`config.mk`:
```
export PLATFORM = sky130hd
export DESIGN_NAME = lpi_table_regs
export DESIGN_NICKNAME = d
export VERILOG_FILES = /design/src/rtl/lpi_tbl_pkg.sv /design/src/rtl/lpi_ctrl_fsm.sv /design/src/rtl/lpi_base_reg.sv /design/src/rtl/lpi_table_regs.sv
export SDC_FILE = /design/constraint.sdc
export NUM_CORES = 1
export LEC_CHECK = 0
export BUFFER_PORTS_ARGS = -buffer_cell sky130_fd_sc_hd__buf_2
export CORE_MARGIN = 4
export CORE_UTILIZATION = 33
export DETAILED_ROUTE_END_ITERATION = 8
export REMOVE_ABC_BUFFERS = 1
export SLEW_MARGIN = 0
export SYNTH_ARGS = -nofsm -noshare
export SYNTH_HDL_FRONTEND = slang
export SYNTH_SLANG_ARGS = --single-unit
```
`constraint.sdc`:
```
create_clock -name clk -period 2.7 [get_ports clk]
set_input_delay 0.81 -clock clk [delete_from_list [all_inputs] [get_ports clk]]
set_output_delay 0.81 -clock clk [all_outputs]
set_load 0.02 [all_outputs]
```
`src/rtl/lpi_tbl_pkg.sv`:
```
package lpi_tbl_pkg;

    localparam int WORD_W = 64;
    localparam int HALF_W = 32;

    typedef logic [WORD_W-1:0] word_t;

    // field placement
    localparam int SH_LSB  = 10;
    localparam int SH_W    = 2;
    localparam int IN_LSB  = 7;
    localparam int IN_W    = 3;
    localparam int OUT_LSB = 56;
    localparam int OUT_W   = 3;

    // attribute codes
    localparam logic [SH_W-1:0]  SH_OUTER  = 2'd2;
    localparam logic [SH_W-1:0]  SH_INNER  = 2'd1;
    localparam logic [IN_W-1:0]  IC_DEVICE = 3'd0;
    localparam logic [IN_W-1:0]  IC_NOCACHE = 3'd1;
    localparam logic [IN_W-1:0]  IC_RAWB   = 3'd7;
    localparam logic [OUT_W-1:0] OC_SAME   = 3'd0;
    localparam logic [OUT_W-1:0] OC_NOCACHE = 3'd1;

    // reserved masks
    localparam word_t PROP_RES0 = 64'hF8F0_0000_0000_0060;
    localparam word_t PEND_RES0 = 64'hB8F0_0000_0000_F07F;

    // register slots (word address >> 1)
    localparam int CTRL_SLOT = 0;
    localparam int TBL_SLOT0 = 2;
    localparam int NUM_TBL   = 2;

    typedef enum logic {
        ST_LPI_OFF = 1'b0,
        ST_LPI_ON  = 1'b1
    } lpi_state_e;

    typedef enum logic [1:0] {
        T_HOLD   = 2'd0,
        T_ARM    = 2'd1,
        T_DISARM = 2'd2
    } lpi_trans_e;

    function automatic word_t merge_half(input word_t cur, input word_t wd,
                                         input logic wide, input logic hi);
        word_t r;
        if (wide)
            r = wd;
        else if (hi)
            r = {wd[HALF_W-1:0], cur[HALF_W-1:0]};
        else
            r = {cur[WORD_W-1:HALF_W], wd[HALF_W-1:0]};
        return r;
    endfunction

    function automatic logic [SH_W-1:0] fix_share(input logic [SH_W-1:0] c);
        return (c == SH_OUTER) ? SH_INNER : c;
    endfunction

    function automatic logic [IN_W-1:0] fix_inner(input logic [IN_W-1:0] c);
        logic [IN_W-1:0] r;
        unique case (c)
            IC_DEVICE, IC_NOCACHE: r = IC_RAWB;
            default:               r = c;
        endcase
        return r;
    endfunction

    function automatic logic [OUT_W-1:0] fix_outer(input logic [OUT_W-1:0] c);
        logic [OUT_W-1:0] r;
        unique case (c)
            OC_SAME, OC_NOCACHE: r = c;
            default:             r = OC_NOCACHE;
        endcase
        return r;
    endfunction

    function automatic word_t sanitise(input word_t v, input word_t res0);
        word_t r;
        r = v;
        r[SH_LSB  +: SH_W]  = fix_share(v[SH_LSB  +: SH_W]);
        r[IN_LSB  +: IN_W]  = fix_inner(v[IN_LSB  +: IN_W]);
        r[OUT_LSB +: OUT_W] = fix_outer(v[OUT_LSB +: OUT_W]);
        return r & ~res0;
    endfunction

endpackage

```
`src/rtl/lpi_ctrl_fsm.sv`:
```
module lpi_ctrl_fsm
    import lpi_tbl_pkg::*;
(
    input  logic clk,
    input  logic rst_n,
    input  logic its_present_i,
    input  logic wr_i,
    input  logic wr_bit_i,
    output logic en_o,
    output logic flush_o,
    output logic enable_o
);

    lpi_state_e state_q, state_d;
    lpi_trans_e trans;

    always_comb begin
        state_d = state_q;
        trans   = T_HOLD;
        unique case (state_q)
            ST_LPI_OFF: begin
                if (wr_i && its_present_i && wr_bit_i) begin
                    state_d = ST_LPI_ON;
                    trans   = T_ARM;
                end
            end
            ST_LPI_ON: begin
                if (wr_i && its_present_i && !wr_bit_i) begin
                    state_d = ST_LPI_OFF;
                    trans   = T_DISARM;
                end
            end
            default: begin
                state_d = ST_LPI_OFF;
                trans   = T_HOLD;
            end
        endcase
    end

    always_ff @(posedge clk) begin
        if (!rst_n)
            state_q <= ST_LPI_OFF;
        else
            state_q <= state_d;
    end

    always_ff @(posedge clk) begin
        if (!rst_n) begin
            en_o     <= 1'b0;
            flush_o  <= 1'b0;
            enable_o <= 1'b0;
        end else begin
            en_o     <= (state_d == ST_LPI_ON);
            enable_o <= (trans == T_ARM);
            flush_o  <= (trans == T_DISARM);
        end
    end

    // no ITS, no change
    a_r10_no_its_hold: assert property (@(posedge clk) disable iff (!rst_n)
        !its_present_i |=> $stable(en_o));

    // pulses mark real edges of the enable and never overlap
    a_r11_enable_on_rise: assert property (@(posedge clk) disable iff (!rst_n)
        enable_o |-> $rose(en_o));
    a_r11_flush_on_fall: assert property (@(posedge clk) disable iff (!rst_n)
        flush_o |-> $fell(en_o));
    a_r11_pulses_exclusive: assert property (@(posedge clk) disable iff (!rst_n)
        !(flush_o && enable_o));
    a_r11_state_matches_out: assert property (@(posedge clk) disable iff (!rst_n)
        en_o == (state_q == ST_LPI_ON));

endmodule

```
`src/rtl/lpi_base_reg.sv`:
```
module lpi_base_reg
    import lpi_tbl_pkg::*;
#(
    parameter word_t RES0 = PROP_RES0
)(
    input  logic  clk,
    input  logic  rst_n,
    input  logic  wr_i,
    input  logic  wide_i,
    input  logic  hi_i,
    input  word_t wdata_i,
    input  logic  lock_i,
    output word_t q_o
);

    word_t merged;
    word_t cleaned;

    always_comb begin
        merged  = merge_half(q_o, wdata_i, wide_i, hi_i);
        cleaned = sanitise(merged, RES0);
    end

    always_ff @(posedge clk) begin
        if (!rst_n)
            q_o <= '0;
        else if (wr_i && !lock_i)
            q_o <= cleaned;
    end

    // locked register holds
    a_r9_locked_hold: assert property (@(posedge clk) disable iff (!rst_n)
        lock_i |=> $stable(q_o));

    // outer shareability never stored
    a_r4_share_legal: assert property (@(posedge clk) disable iff (!rst_n)
        q_o[SH_LSB +: SH_W] != SH_OUTER);

    // accepted write leaves a usable inner attribute
    a_r5_inner_after_write: assert property (@(posedge clk) disable iff (!rst_n)
        (wr_i && !lock_i) |=> (q_o[IN_LSB +: IN_W] > IC_NOCACHE));

    // outer attribute restricted to two codes
    a_r6_outer_legal: assert property (@(posedge clk) disable iff (!rst_n)
        q_o[OUT_LSB +: OUT_W] <= OC_NOCACHE);

    // reserved bits stay clear
    a_r7_r8_res0_zero: assert property (@(posedge clk) disable iff (!rst_n)
        (q_o & RES0) == '0);

endmodule

```
`src/rtl/lpi_table_regs.sv`:
```
module lpi_table_regs
    import lpi_tbl_pkg::*;
#(
    parameter int ADDR_W = 4
)(
    input  logic              clk,
    input  logic              rst_n,
    input  logic              its_present,
    input  logic              req_valid,
    input  logic              req_write,
    input  logic              req_wide,
    input  logic [ADDR_W-1:0] req_addr,
    input  logic [63:0]       req_wdata,
    output logic              rsp_valid,
    output logic [63:0]       rsp_rdata,
    output logic              lpi_en,
    output logic              flush_pulse,
    output logic              enable_pulse
);

    localparam int SLOT_W = ADDR_W - 1;
    localparam logic [NUM_TBL-1:0][WORD_W-1:0] TBL_RES0 = {PEND_RES0, PROP_RES0};

    logic [SLOT_W-1:0] slot;
    logic              hi;
    logic              do_wr;
    logic              ctrl_wr;
    word_t             tbl_q [NUM_TBL];
    word_t             sel;
    word_t             rd_val;

    assign slot    = req_addr[ADDR_W-1:1];
    assign hi      = req_addr[0];
    assign do_wr   = req_valid && req_write;
    assign ctrl_wr = do_wr && (slot == SLOT_W'(CTRL_SLOT)) && (req_wide || !hi);

    lpi_ctrl_fsm u_ctrl (
        .clk          (clk),
        .rst_n        (rst_n),
        .its_present_i(its_present),
        .wr_i         (ctrl_wr),
        .wr_bit_i     (req_wdata[0]),
        .en_o         (lpi_en),
        .flush_o      (flush_pulse),
        .enable_o     (enable_pulse)
    );

    for (genvar t = 0; t < NUM_TBL; t++) begin : g_tbl
        logic tbl_wr;
        assign tbl_wr = do_wr && (slot == SLOT_W'(TBL_SLOT0 + t));

        lpi_base_reg #(
            .RES0(TBL_RES0[t])
        ) u_reg (
            .clk    (clk),
            .rst_n  (rst_n),
            .wr_i   (tbl_wr),
            .wide_i (req_wide),
            .hi_i   (hi),
            .wdata_i(req_wdata),
            .lock_i (lpi_en),
            .q_o    (tbl_q[t])
        );
    end

    always_comb begin
        sel = '0;
        if (slot == SLOT_W'(CTRL_SLOT))
            sel = {{(WORD_W-1){1'b0}}, lpi_en};
        for (int t = 0; t < NUM_TBL; t++) begin
            if (slot == SLOT_W'(TBL_SLOT0 + t))
                sel = tbl_q[t];
        end
        if (req_wide)
            rd_val = sel;
        else if (hi)
            rd_val = {{HALF_W{1'b0}}, sel[WORD_W-1:HALF_W]};
        else
            rd_val = {{HALF_W{1'b0}}, sel[HALF_W-1:0]};
    end

    always_ff @(posedge clk) begin
        if (!rst_n) begin
            rsp_valid <= 1'b0;
            rsp_rdata <= '0;
        end else begin
            rsp_valid <= req_valid && !req_write;
            rsp_rdata <= (req_valid && !req_write) ? rd_val : '0;
        end
    end

    // reads answer next cycle, writes never answer
    a_r12_read_answers: assert property (@(posedge clk) disable iff (!rst_n)
        (req_valid && !req_write) |=> rsp_valid);
    a_r12_write_silent: assert property (@(posedge clk) disable iff (!rst_n)
        (req_valid && req_write) |=> !rsp_valid);
    // a 32-bit read never fills the upper half
    a_r2_narrow_read_zero_top: assert property (@(posedge clk) disable iff (!rst_n)
        (req_valid && !req_write && !req_wide) |=> (rsp_rdata[63:32] == '0));

endmodule

```
==> results of run 1 <==
[flip-flops by register name (all words and copies together) (netlist names), named ones only]
signal	count
g_tbl.u_reg.q_o	98
u_ctrl.flush_o	1
rsp_valid	1
rsp_rdata	56
u_ctrl.enable_o	1
[stage by stage]
step	area [um^2]	utilization, %	worst slack [ns]	TNS (ns)
floorplan	6050	-	-2.16	-191.47
global placement	7380	38.9	0.326	0
detailed placement	7380	38.9	0.303	0
CTS	8000	42.2	0.625	0
global route	8000	42.2	0.594	0
finish	8000	42.2	0.658	0
[kinds of logic (layout without fill, tap and decap cells)]
group                  after synthesis  after routing
AO/OA/AOI/OAI                      278            278
buffers and inverters               92            197
flip-flops                         158            158
multiplexers                         1              1
other                                1              8
AND/OR/NAND/NOR                    134            134
[worst paths after layout]
path	cells past startpoint	slack (ns)	to
min reg2reg	2	0.46	g_tbl[1].u_reg.q_o[56]
max	1	0.66	lpi_en
min	2	0.46	g_tbl[1].u_reg.q_o[56]
max reg2reg	4	0.80	g_tbl[0].u_reg.q_o[21]
[cell usage after synthesis (all sizes together), types with 4 or more instances]
master and count:
o31ai 41, o22ai 5, nor2b 12, o221a 8, and3 6, nor2 20, a22o 8, buf 34
a21oi 86, a22oi 32, clkbuf 56, nand2 10, o2111a 20, a211oi 47, o2bb2ai 8, dfxtp 158
and2 11, and3b 4, nand3 6, nand4 47, o211a 5, a221o 10
[report_power, final]
part	total [mW]	leakage, nW	internal, mW	switching (mW)
registers	2.36	1.27	2.35	0.0116
logic	0.397	1.61	0.124	0.272
clock network	2.49	0.290	1.51	0.979
total	5.25	3.17	3.99	1.26
[metal layers]
metal | up-vias | global-route usage [%] | routed length [um]
li1 | 2769 | - | -
met4 | 0 | 5.87 | 289
met5 | - | 0 | 0
met3 | 26 | 4.78 | 1460
met1 | 2816 | 25.5 | 9230
met2 | 223 | 28.8 | 9390
[final cells by class]
| type | count | area [um^2] | share of cell area (%) |
|---|---|---|---|
| Sequential cell | 158 | 3160 | 39.5 |
| Multi-Input combinational cell | 421 | 2930 | 36.6 |
| Timing Repair Buffer | 163 | 961 | 12.0 |
| Clock buffer | 21 | 460 | 5.76 |
| Tap cell | 260 | 325 | 4.07 |
| Clock inverter | 11 | 156 | 1.96 |
| Inverter | 2 | 7.51 | 0.0939 |
==> summary.txt, run 1 <==
CTS
  – Num CTS Buffers: 17
  – Root buffer cell: clkbuf_16
  – CTS Hold Bufs: 0
  – Bufs on Longest Clock Path: 2
  – Sink Count: 158
  – Post-CTS Setup Repair Bufs: 0
  – Worst-Skew Late Latency: 0.43 ns
  – H-tree levels: 4
  – Clk slew on worst S/H paths: 0.06 ns
  – CTS resizes: 0
  – CTS tree: done

Drt
  – Routed WL: 20,400 um
  – Avg WL per Cell: 19.7 um
  – Residual DRC count: 0
  – Initial DRC count: 531
  – Drt pass-1 iters: 5
  – DRT antenna net count: 0
  – Vias per inst: 5.63
  – Total vias in the final route: 5,834

Pwr
  – PD cells: 657 nW/um^2
  – Leakage: 3.17 nW
  – Pwr Total: 5.25 mW
  – VDD IR max: 0.449 mV

Job
  – Max-Cap Viols: 0

Synth
  – Yosys warns: 0
  – Post-synthesis sequential area ratio: 49.2%
  – Adder-cell share of the synthesized area: 0%
  – Top_reg_cell synth: dfxtp_1
  – Yosys top cell area share: 49.2%
  – Synth Area in XOR/XNOR: 0%
  – Synth top area cells: dfxtp_1 (49%), a21oi_1 (6.7%), a211oi_1 (5.5%)
  – EDFF count, synth: 0
  – Post-synthesis mux area share: 0.156%
  – Simple-gate share of the synthesized area: 12.5%
  – Async S/R FF share, synth: 0%
  – Post-Syn Instances: 664
  – Post-synthesis register bit count: 158
  – Synthesized area per cell: 9.69 um^2
  – Compound-Gate Fraction of Synth Area: 31.6%
  – Synth cell types: 46
  – Cell taking the most area after synthesis: dfxtp_1
  – Largest family of logic cells by synthesized area: compound AO/OA/AOI/OAI gates
  – Post-synthesis instance area: 6430 um^2

Global route
  – Initial antenna violation count: 0
  – Vias in the first global route: 5,670
  – Total GRT Usage: 18.6%
  – First-pass GRT wire length: 32,300 um
  – Total grt overflow: 0
  – Largest net degree at the start of global routing: 45

Layout
  – NumNets Final: 837
  – Diodes inserted: 0
  – Final non-filler cell total: 1,036
  – Most frequent cells in the layout: dfxtp_1 (158), buf_2 (125), a21oi_1 (86)
  – Area grow syn2layout: 24.3%
  – Most common cell after layout, fill and taps aside: dfxtp_1
  – Fill cells: 1,918
  – Share of cells above drive strength 1: 27.7%

Timing
  – Final hold vios: 0
  – Final Max Tran Viols: 0
  – Fin crit share: 75.6%
  – Final min period: 2.04 ns
  – Worst Clk Skew: 0.00866 ns
  – Peak Freq: 490 MHz
  – Setup violators final: 0
  – Worst rel slew slack: 58.7%
  – Final hold slack: 0.464 ns
  – RSZ-0062 raised after global routing: false
  – Worst Tran Pin Value: 0.618 ns

Setup path
  – Setup CP Type: flip-flop to primary output
  – Crit path max fanout: 8
  – Crit path cell chain: buf_2
  – Slowest-stage cell, CP: dfxtp_1
  – CP startpoint kind: flip-flop
  – Sum of buffers and inverters on the critical path: 1
  – Crit path max-delay family: flip-flops
  – Worst Path Required: 1.89 ns
  – Worst path arrival time: 1.23 ns
  – Max stage delay on crit path: 0.56 ns
  – Crit end category: primary output

Placed design
  – PortBufs: 125
  – Post-DP HPWL: 13,300 um
  – Cells after DPL: 1,004
  – GPL Wtd Cong: 0.808

Floorplan
  – # IOs: 142
  – Initial core utilization: 33.9%
  – Die Y: 148 um
  – Num rows: 50
  – Die area: 21,800 um^2
  – Die width: 148 um
  – Core Area: 19,000 um^2

Outcome
  – Status: finished, final reports clean

Hold path
  – Min-delay src: g_tbl[1].u_reg.q_o[56]
  – Min-delay worst type: flip-flop to flip-flop
No activity file was read; power rests on OpenSTA's default activity.
==> run 2, diff against run 1 <==
Clock period 2.7 ns to 1.7 ns, I/O delays scaled along.
==> run 2 against run 1 <==
Net effect: wire length increased by 1.5%; via count up 2.3%; sequential power is 59% higher; design area up 5.9%; largest power group unchanged; hold slack got worse by 0.15 ns; count of clock-buffer cells in the layout is the same; utilization up 2.5 points; first-iteration DRC count grew 0.94%; sequential share of layout area down 2.2 points; critical endpoint is now g_tbl[0].u_reg.q_o[2]; critical path depth is 4 higher; worst setup slack worse by 0.60 ns.
==> summary.txt, run 2 (synthesis results as in run 1) <==
Outcome
  – Status: finished, final reports clean (unchanged)

Drt
  – Residual DRC count: 0 (unchanged)
  – Drt pass-1 iters: 8 (was 5)
  – Avg WL per Cell: 19.3 um (was 19.7 um)
  – Initial DRC count: 536 (was 531)
  – Total vias in the final route: 5,970 (was 5,834)
  – DRT antenna net count: 0 (unchanged)
  – Routed WL: 20,700 um (was 20,400 um)
  – Vias per inst: 5.57 (was 5.63)

CTS
  – Sink Count: 158 (unchanged)
  – Clk slew on worst S/H paths: 0.06 ns (about the same)
  – CTS Hold Bufs: 0 (unchanged)
  – Root buffer cell: clkbuf_16 (unchanged)
  – CTS tree: done (unchanged)
  – Worst-Skew Late Latency: 0.43 ns (about the same)
  – Num CTS Buffers: 17 (unchanged)
  – H-tree levels: 4 (unchanged)
  – Bufs on Longest Clock Path: 2 (unchanged)

Setup path
  – Crit path max fanout: 18 (was 8)
  – Worst Path Required: 2.00 ns (was 1.89 ns)
  – Setup CP Type: flip-flop to flip-flop (was flip-flop to primary output)
  – Reg-to-reg slack, setup: 0.06 ns (was 0.80 ns)
  – CP startpoint kind: flip-flop (unchanged)
  – Crit end category: flip-flop (was primary output)
  – Cells on worst reg2reg path: 5 (was 4)
  – FF-to-FF End: g_tbl[0].u_reg.q_o[2] (was g_tbl[0].u_reg.q_o[21])
  – Worst path arrival time: 1.94 ns (was 1.23 ns)

Global route
  – First-pass GRT wire length: 32,300 um (about the same)
  – Total grt overflow: 0 (unchanged)
  – Total GRT Usage: 18.7% (was 18.6%)
  – Initial antenna violation count: 1 (was 0)
  – Vias in the first global route: 5,748 (was 5,670)
  – Largest net degree at the start of global routing: 52 (was 45)

Layout
  – Final non-filler cell total: 1,071 (was 1,036)
  – Share of cells above drive strength 1: 30.9% (was 27.7%)
  – Biggest regs: g_tbl.u_reg.q_o (98), rsp_rdata (56) (unchanged)
  – Reg with most FFs: g_tbl.u_reg.q_o (unchanged)
  – Most frequent cells in the layout: dfxtp_1 (158), buf_2 (125), a21oi_1 (86) (unchanged)
  – Largest register FFs: 98 (unchanged)
  – Most common cell after layout, fill and taps aside: dfxtp_1 (unchanged)
  – NumNets Final: 872 (was 837)
  – Area grow syn2layout: 31.7% (was 24.3%)

Hold path
  – Min-delay worst type: input port to flip-flop (was flip-flop to flip-flop)
  – WHS Path Cells: 2 (unchanged)
  – Min-delay src: req_wdata[0] (was g_tbl[1].u_reg.q_o[56])
  – Min-Delay Endpoint: u_ctrl.flush_o (was g_tbl[1].u_reg.q_o[56])

Timing
  – Final min period: 1.64 ns
  – Setup violators final: 0 (unchanged)
  – Final hold vios: 0 (unchanged)
  – Setup TNS: 0 ns (unchanged)
  – Fin crit share: 96.5%
  – Final Max Tran Viols: 0 (unchanged)
  – RSZ-0062 raised after global routing: false (unchanged)
  – Worst Clk Skew: 0.0100 ns (was 0.00866 ns)
  – Peak Freq: 610 MHz

Floorplan
  – # IOs: 142 (unchanged)
  – Die Y: 148 um (unchanged)
  – Initial core utilization: 33.9% (unchanged)
  – Die area: 21,800 um^2 (unchanged)
  – Die width: 148 um (unchanged)
  – Core Area: 19,000 um^2 (unchanged)
  – Num rows: 50 (unchanged)

Pwr
  – PD cells: 1020 nW/um^2 (was 657 nW/um^2)
  – Pwr Total: 8.61 mW (was 5.25 mW)
  – Leakage: 3.42 nW (was 3.17 nW)
  – VDD IR max: 0.673 mV (was 0.449 mV)

Placed design
  – Cells after DPL: 1,039 (was 1,004)
  – GPL Wtd Cong: 0.790 (was 0.808)
  – Post-DP HPWL: 14,300 um (was 13,300 um)
  – PortBufs: 125 (unchanged)

Job
  – Max-Cap Viols: 0 (unchanged)
run 2: power by group:
group	total, mW	switching [mW]	internal [mW]
Sequential	3.76	0.0181	3.74
Combinational	0.715	0.450	0.265
Clock	4.14	1.49	2.64
run 2: cell type report:
type	instances	area (um^2)
fill	1850	10500
multi-input combinational	421	2930
antenna	1	2.50
timing repair buffer	198	1410
clock inverter	10	185
sequential	158	3160
inverter	2	7.51
tap	260	325
clock buffer	21	450
run 2: stage by stage:
stage,cell area (um^2),utilization [%],setup WS (ns),hold WS [ns]
final,8470,44.7,0.0596,0.318
after global routing,8470,44.7,0.000860,0.333
after CTS,8440,44.5,-0.00590,0.303
after detailed placement,7810,41.2,-0.334,0.455
after global placement,7810,41.2,-0.287,0.452
after floorplan,6050,-,-2.86,0.428
run 2: critical path, stage by stage (launching register included):
cell	delay, ns
dfxtp_1	0.31
or4b_4	0.54
buf_6	0.16
buf_12	0.16
o31ai_1	0.24
a21oi_1	0.10
run 2: repair_timing:
item / 4_1_cts / 5_1_grt
pin swaps: 0 / 1
gates resized for setup: 0 / 7
setup endpoints to repair: 6 / 28
buffers inserted: 0 / 0
run 2: how the worst max path moves through the flow:
stage / start / to / slack [ns] / cells past startpoint
after floorplan: req_wide / rsp_rdata[25] / -2.86 / 3
after global placement: req_addr[1] / g_tbl[0].u_reg.q_o[35] / -0.29 / 6
after detailed placement: req_addr[1] / g_tbl[0].u_reg.q_o[38] / -0.33 / 6
after CTS: flip-flop / g_tbl[0].u_reg.q_o[36] / -0.006 / 5
after global routing: flip-flop / g_tbl[0].u_reg.q_o[44] / 0.0009 / 5
final: flip-flop / g_tbl[0].u_reg.q_o[2] / 0.06 / 5
run 2: layer usage:
| metal | share of wire, % | up-vias | track usage [%] |
|---|---|---|---|
| li1 | - | 2841 | - |
| met1 | 46 | 2865 | 25.3 |
| met2 | 47 | 241 | 29.7 |
| met4 | 1.1 | 2 | 6.20 |
| met3 | 6.2 | 21 | 3.95 |
| met5 | 0.058 | - | 0 |
==> run 3, diff against run 2 <==
Settings changed: CTS_BUF_LIST from default to sky130_fd_sc_hd__clkbuf_2 sky130_fd_sc_hd__clkbuf_4 sky130_fd_sc_hd__clkbuf_8.
==> run 3 against run 2 <==
Net effect: first-iteration DRC count is 3.9% higher; global-route usage is 0.097 points lower; register-to-register slack worse by 0.02 ns; die area stayed put; final cell count hardly changed; largest cell class unchanged; largest power group is now registers.
==> summary.txt, run 3 (synthesis results as in run 1) <==
Placed design
  – GPL Wtd Cong: 0.790 (unchanged)
  – Post-Place Cell Area: 7810 um^2 (unchanged)
  – Cells after DPL: 1,039 (unchanged)
  – Post-DP HPWL: 14,300 um (unchanged)
  – PortBufs: 125 (unchanged)

CTS
  – Bufs on Longest Clock Path: 2 (unchanged)
  – Root buffer cell: clkbuf_8 (was clkbuf_16)
  – Num CTS Buffers: 17 (unchanged)
  – H-tree levels: 4 (unchanged)
  – Sink Count: 158 (unchanged)
  – Post-CTS Setup Repair Bufs: 0 (unchanged)
  – Clk slew on worst S/H paths: 0.08 ns (was 0.06 ns)
  – CTS tree: done (unchanged)
  – Worst-Skew Late Latency: 0.46 ns (was 0.43 ns)

Drt
  – Routed WL: 20,700 um (about the same)
  – Total vias in the final route: 6,002 (was 5,970)
  – Initial DRC count: 557 (was 536)
  – Avg WL per Cell: 19.3 um (about the same)
  – Drt pass-1 iters: 5 (was 8)
  – DRT antenna net count: 0 (unchanged)
  – Residual DRC count: 0 (unchanged)
  – Vias per inst: 5.60 (was 5.57)

Setup path
  – Worst Path Required: 2.04 ns (was 2.00 ns)
  – Cells on worst reg2reg path: 5 (unchanged)
  – Worst path arrival time: 2.00 ns (was 1.94 ns)
  – Setup CP Type: flip-flop to flip-flop (unchanged)
  – Crit end category: flip-flop (unchanged)
  – Crit path max fanout: 7 (was 18)
  – CP startpoint kind: flip-flop (unchanged)

Floorplan
  – Die width: 148 um (unchanged)
  – Initial core utilization: 33.9% (unchanged)
  – # IOs: 142 (unchanged)
  – Die area: 21,800 um^2 (unchanged)
  – Num rows: 50 (unchanged)
  – Core Area: 19,000 um^2 (unchanged)
  – Die Y: 148 um (unchanged)

Layout
  – Share of cells above drive strength 1: 31.4% (was 30.9%)
  – Final core occ: 43.8% (was 44.7%)
  – Most frequent cells in the layout: dfxtp_1 (157), buf_2 (125), a21oi_1 (86) (was dfxtp_1 (158), buf_2 (125), a21oi_1 (86))
  – Biggest regs: g_tbl.u_reg.q_o (98), rsp_rdata (56) (unchanged)
  – Largest register FFs: 98 (unchanged)
  – Area grow syn2layout: 29.1% (was 31.7%)
  – Fill cells: 1,877 (was 1,850)
  – Final non-filler cell total: 1,072 (was 1,071)
  – Post-route design area: 8310 um^2 (was 8470 um^2)
  – Area occupied by multi-input gates: 2930 um^2 (unchanged)
  – NumNets Final: 873 (was 872)
  – Most common cell after layout, fill and taps aside: dfxtp_1 (unchanged)
  – Reg with most FFs: g_tbl.u_reg.q_o (unchanged)
  – Register area: 3160 um^2 (about the same)

Timing
  – RSZ-0062 raised after global routing: true (was false)
  – Worst Clk Skew: 0.0111 ns (was 0.0100 ns)
  – Final Max Tran Viols: 0 (unchanged)
  – Final hold vios: 0 (unchanged)
  – Final min period: 1.66 ns (was 1.64 ns)
  – Fin crit share: 97.6% (was 96.5%)
  – Setup violators final: 0 (unchanged)
  – Peak Freq: 603 MHz (was 610 MHz)

Hold path
  – Min-delay worst type: input port to flip-flop (unchanged)
  – WHS Path Cells: 2 (unchanged)

Global route
  – Largest net degree at the start of global routing: 52 (unchanged)
  – Initial antenna violation count: 1 (unchanged)
  – Total GRT Usage: 18.6% (was 18.7%)
  – Vias in the first global route: 5,726 (was 5,748)
  – Total grt overflow: 0 (unchanged)
  – First-pass GRT wire length: 32,200 um (was 32,300 um)

Pwr
  – Leakage: 3.35 nW (was 3.42 nW)
  – PD cells: 924 nW/um^2 (was 1020 nW/um^2)
  – VDD IR max: 0.488 mV (was 0.673 mV)

Job
  – Max-Cap Viols: 0 (unchanged)

Outcome
  – Status: finished, final reports clean (unchanged)
==> run 3: cell types whose count changed in the layout (fill, tap and decap cells not counted), sizes merged <==
cell	delta
buf	+1
==> run 3: path summary, 6_finish.rpt <==
| check | start | endpoint | slack, ns |
|---|---|---|---|
| worst max-delay path | flip-flop | g_tbl[0].u_reg.q_o[33] | 0.04 |
| worst min-delay path | req_wdata[0] | u_ctrl.flush_o | 0.28 |
| worst max register to register | flip-flop | g_tbl[0].u_reg.q_o[33] | 0.04 |
| worst min register to register | g_tbl[0].u_reg.q_o[56] | g_tbl[0].u_reg.q_o[56] | 0.46 |
==> run 3: metal layers <==
metal | global-route usage (%) | share of wire [%] | routed length (um) | vias to the layer above
met5 | 0 | 0.058 | 12 | -
met4 | 6.20 | 1.8 | 365 | 2
met3 | 3.74 | 6.5 | 1350 | 32
met2 | 29.5 | 46 | 9560 | 247
met1 | 25.4 | 45 | 9360 | 2873
li1 | - | - | - | 2848
==> run 3: layout make-up <==
cell class	count	share of cell area [%]
clock inverter	10	2.23
antenna	1	0.0301
multi-input combinational	421	35.3
tap	260	3.92
clock buffer	21	3.25
inverter	2	0.0904
timing repair buffer	199	17.1
sequential	158	38.1
==> run 3: timing repair <==
action	4_1_cts	5_1_grt
pin swaps	0	2
hold buffers	0	0
resized for setup	1	9
cloned	0	1
setup endpoints to repair	9	31
==> run 3: report_power, final <==
part	total (mW)	internal, mW	switching [mW]
logic	0.716	0.267	0.450
registers	3.75	3.73	0.0181
clock network	3.21	1.83	1.37
total	7.67	5.83	1.84
==> run 3: metrics by stage <==
stage	setup slack (ns)	power (mW)	setup TNS (ns)	hold WS, ns
2_1_floorplan	-2.86	4.11	-284.13	0.428
3_3_place_gp	-0.287	4.54	-17.86	0.452
3_5_place_dp	-0.334	4.54	-20.89	0.455
4_1_cts	-0.0159	7.71	-0.0178	0.258
5_1_grt	-0.00608	7.94	-0.00765	0.290
6_report	0.0410	7.67	0	0.280
==> run 3: worst max-delay path, stage by stage (launching register included) <==
cell and delay [ns]:
dfxtp_2 0.33, or4b_4 0.49, buf_8 0.16, nor3_4 0.28
buf_4 0.21, a211oi_1 0.07
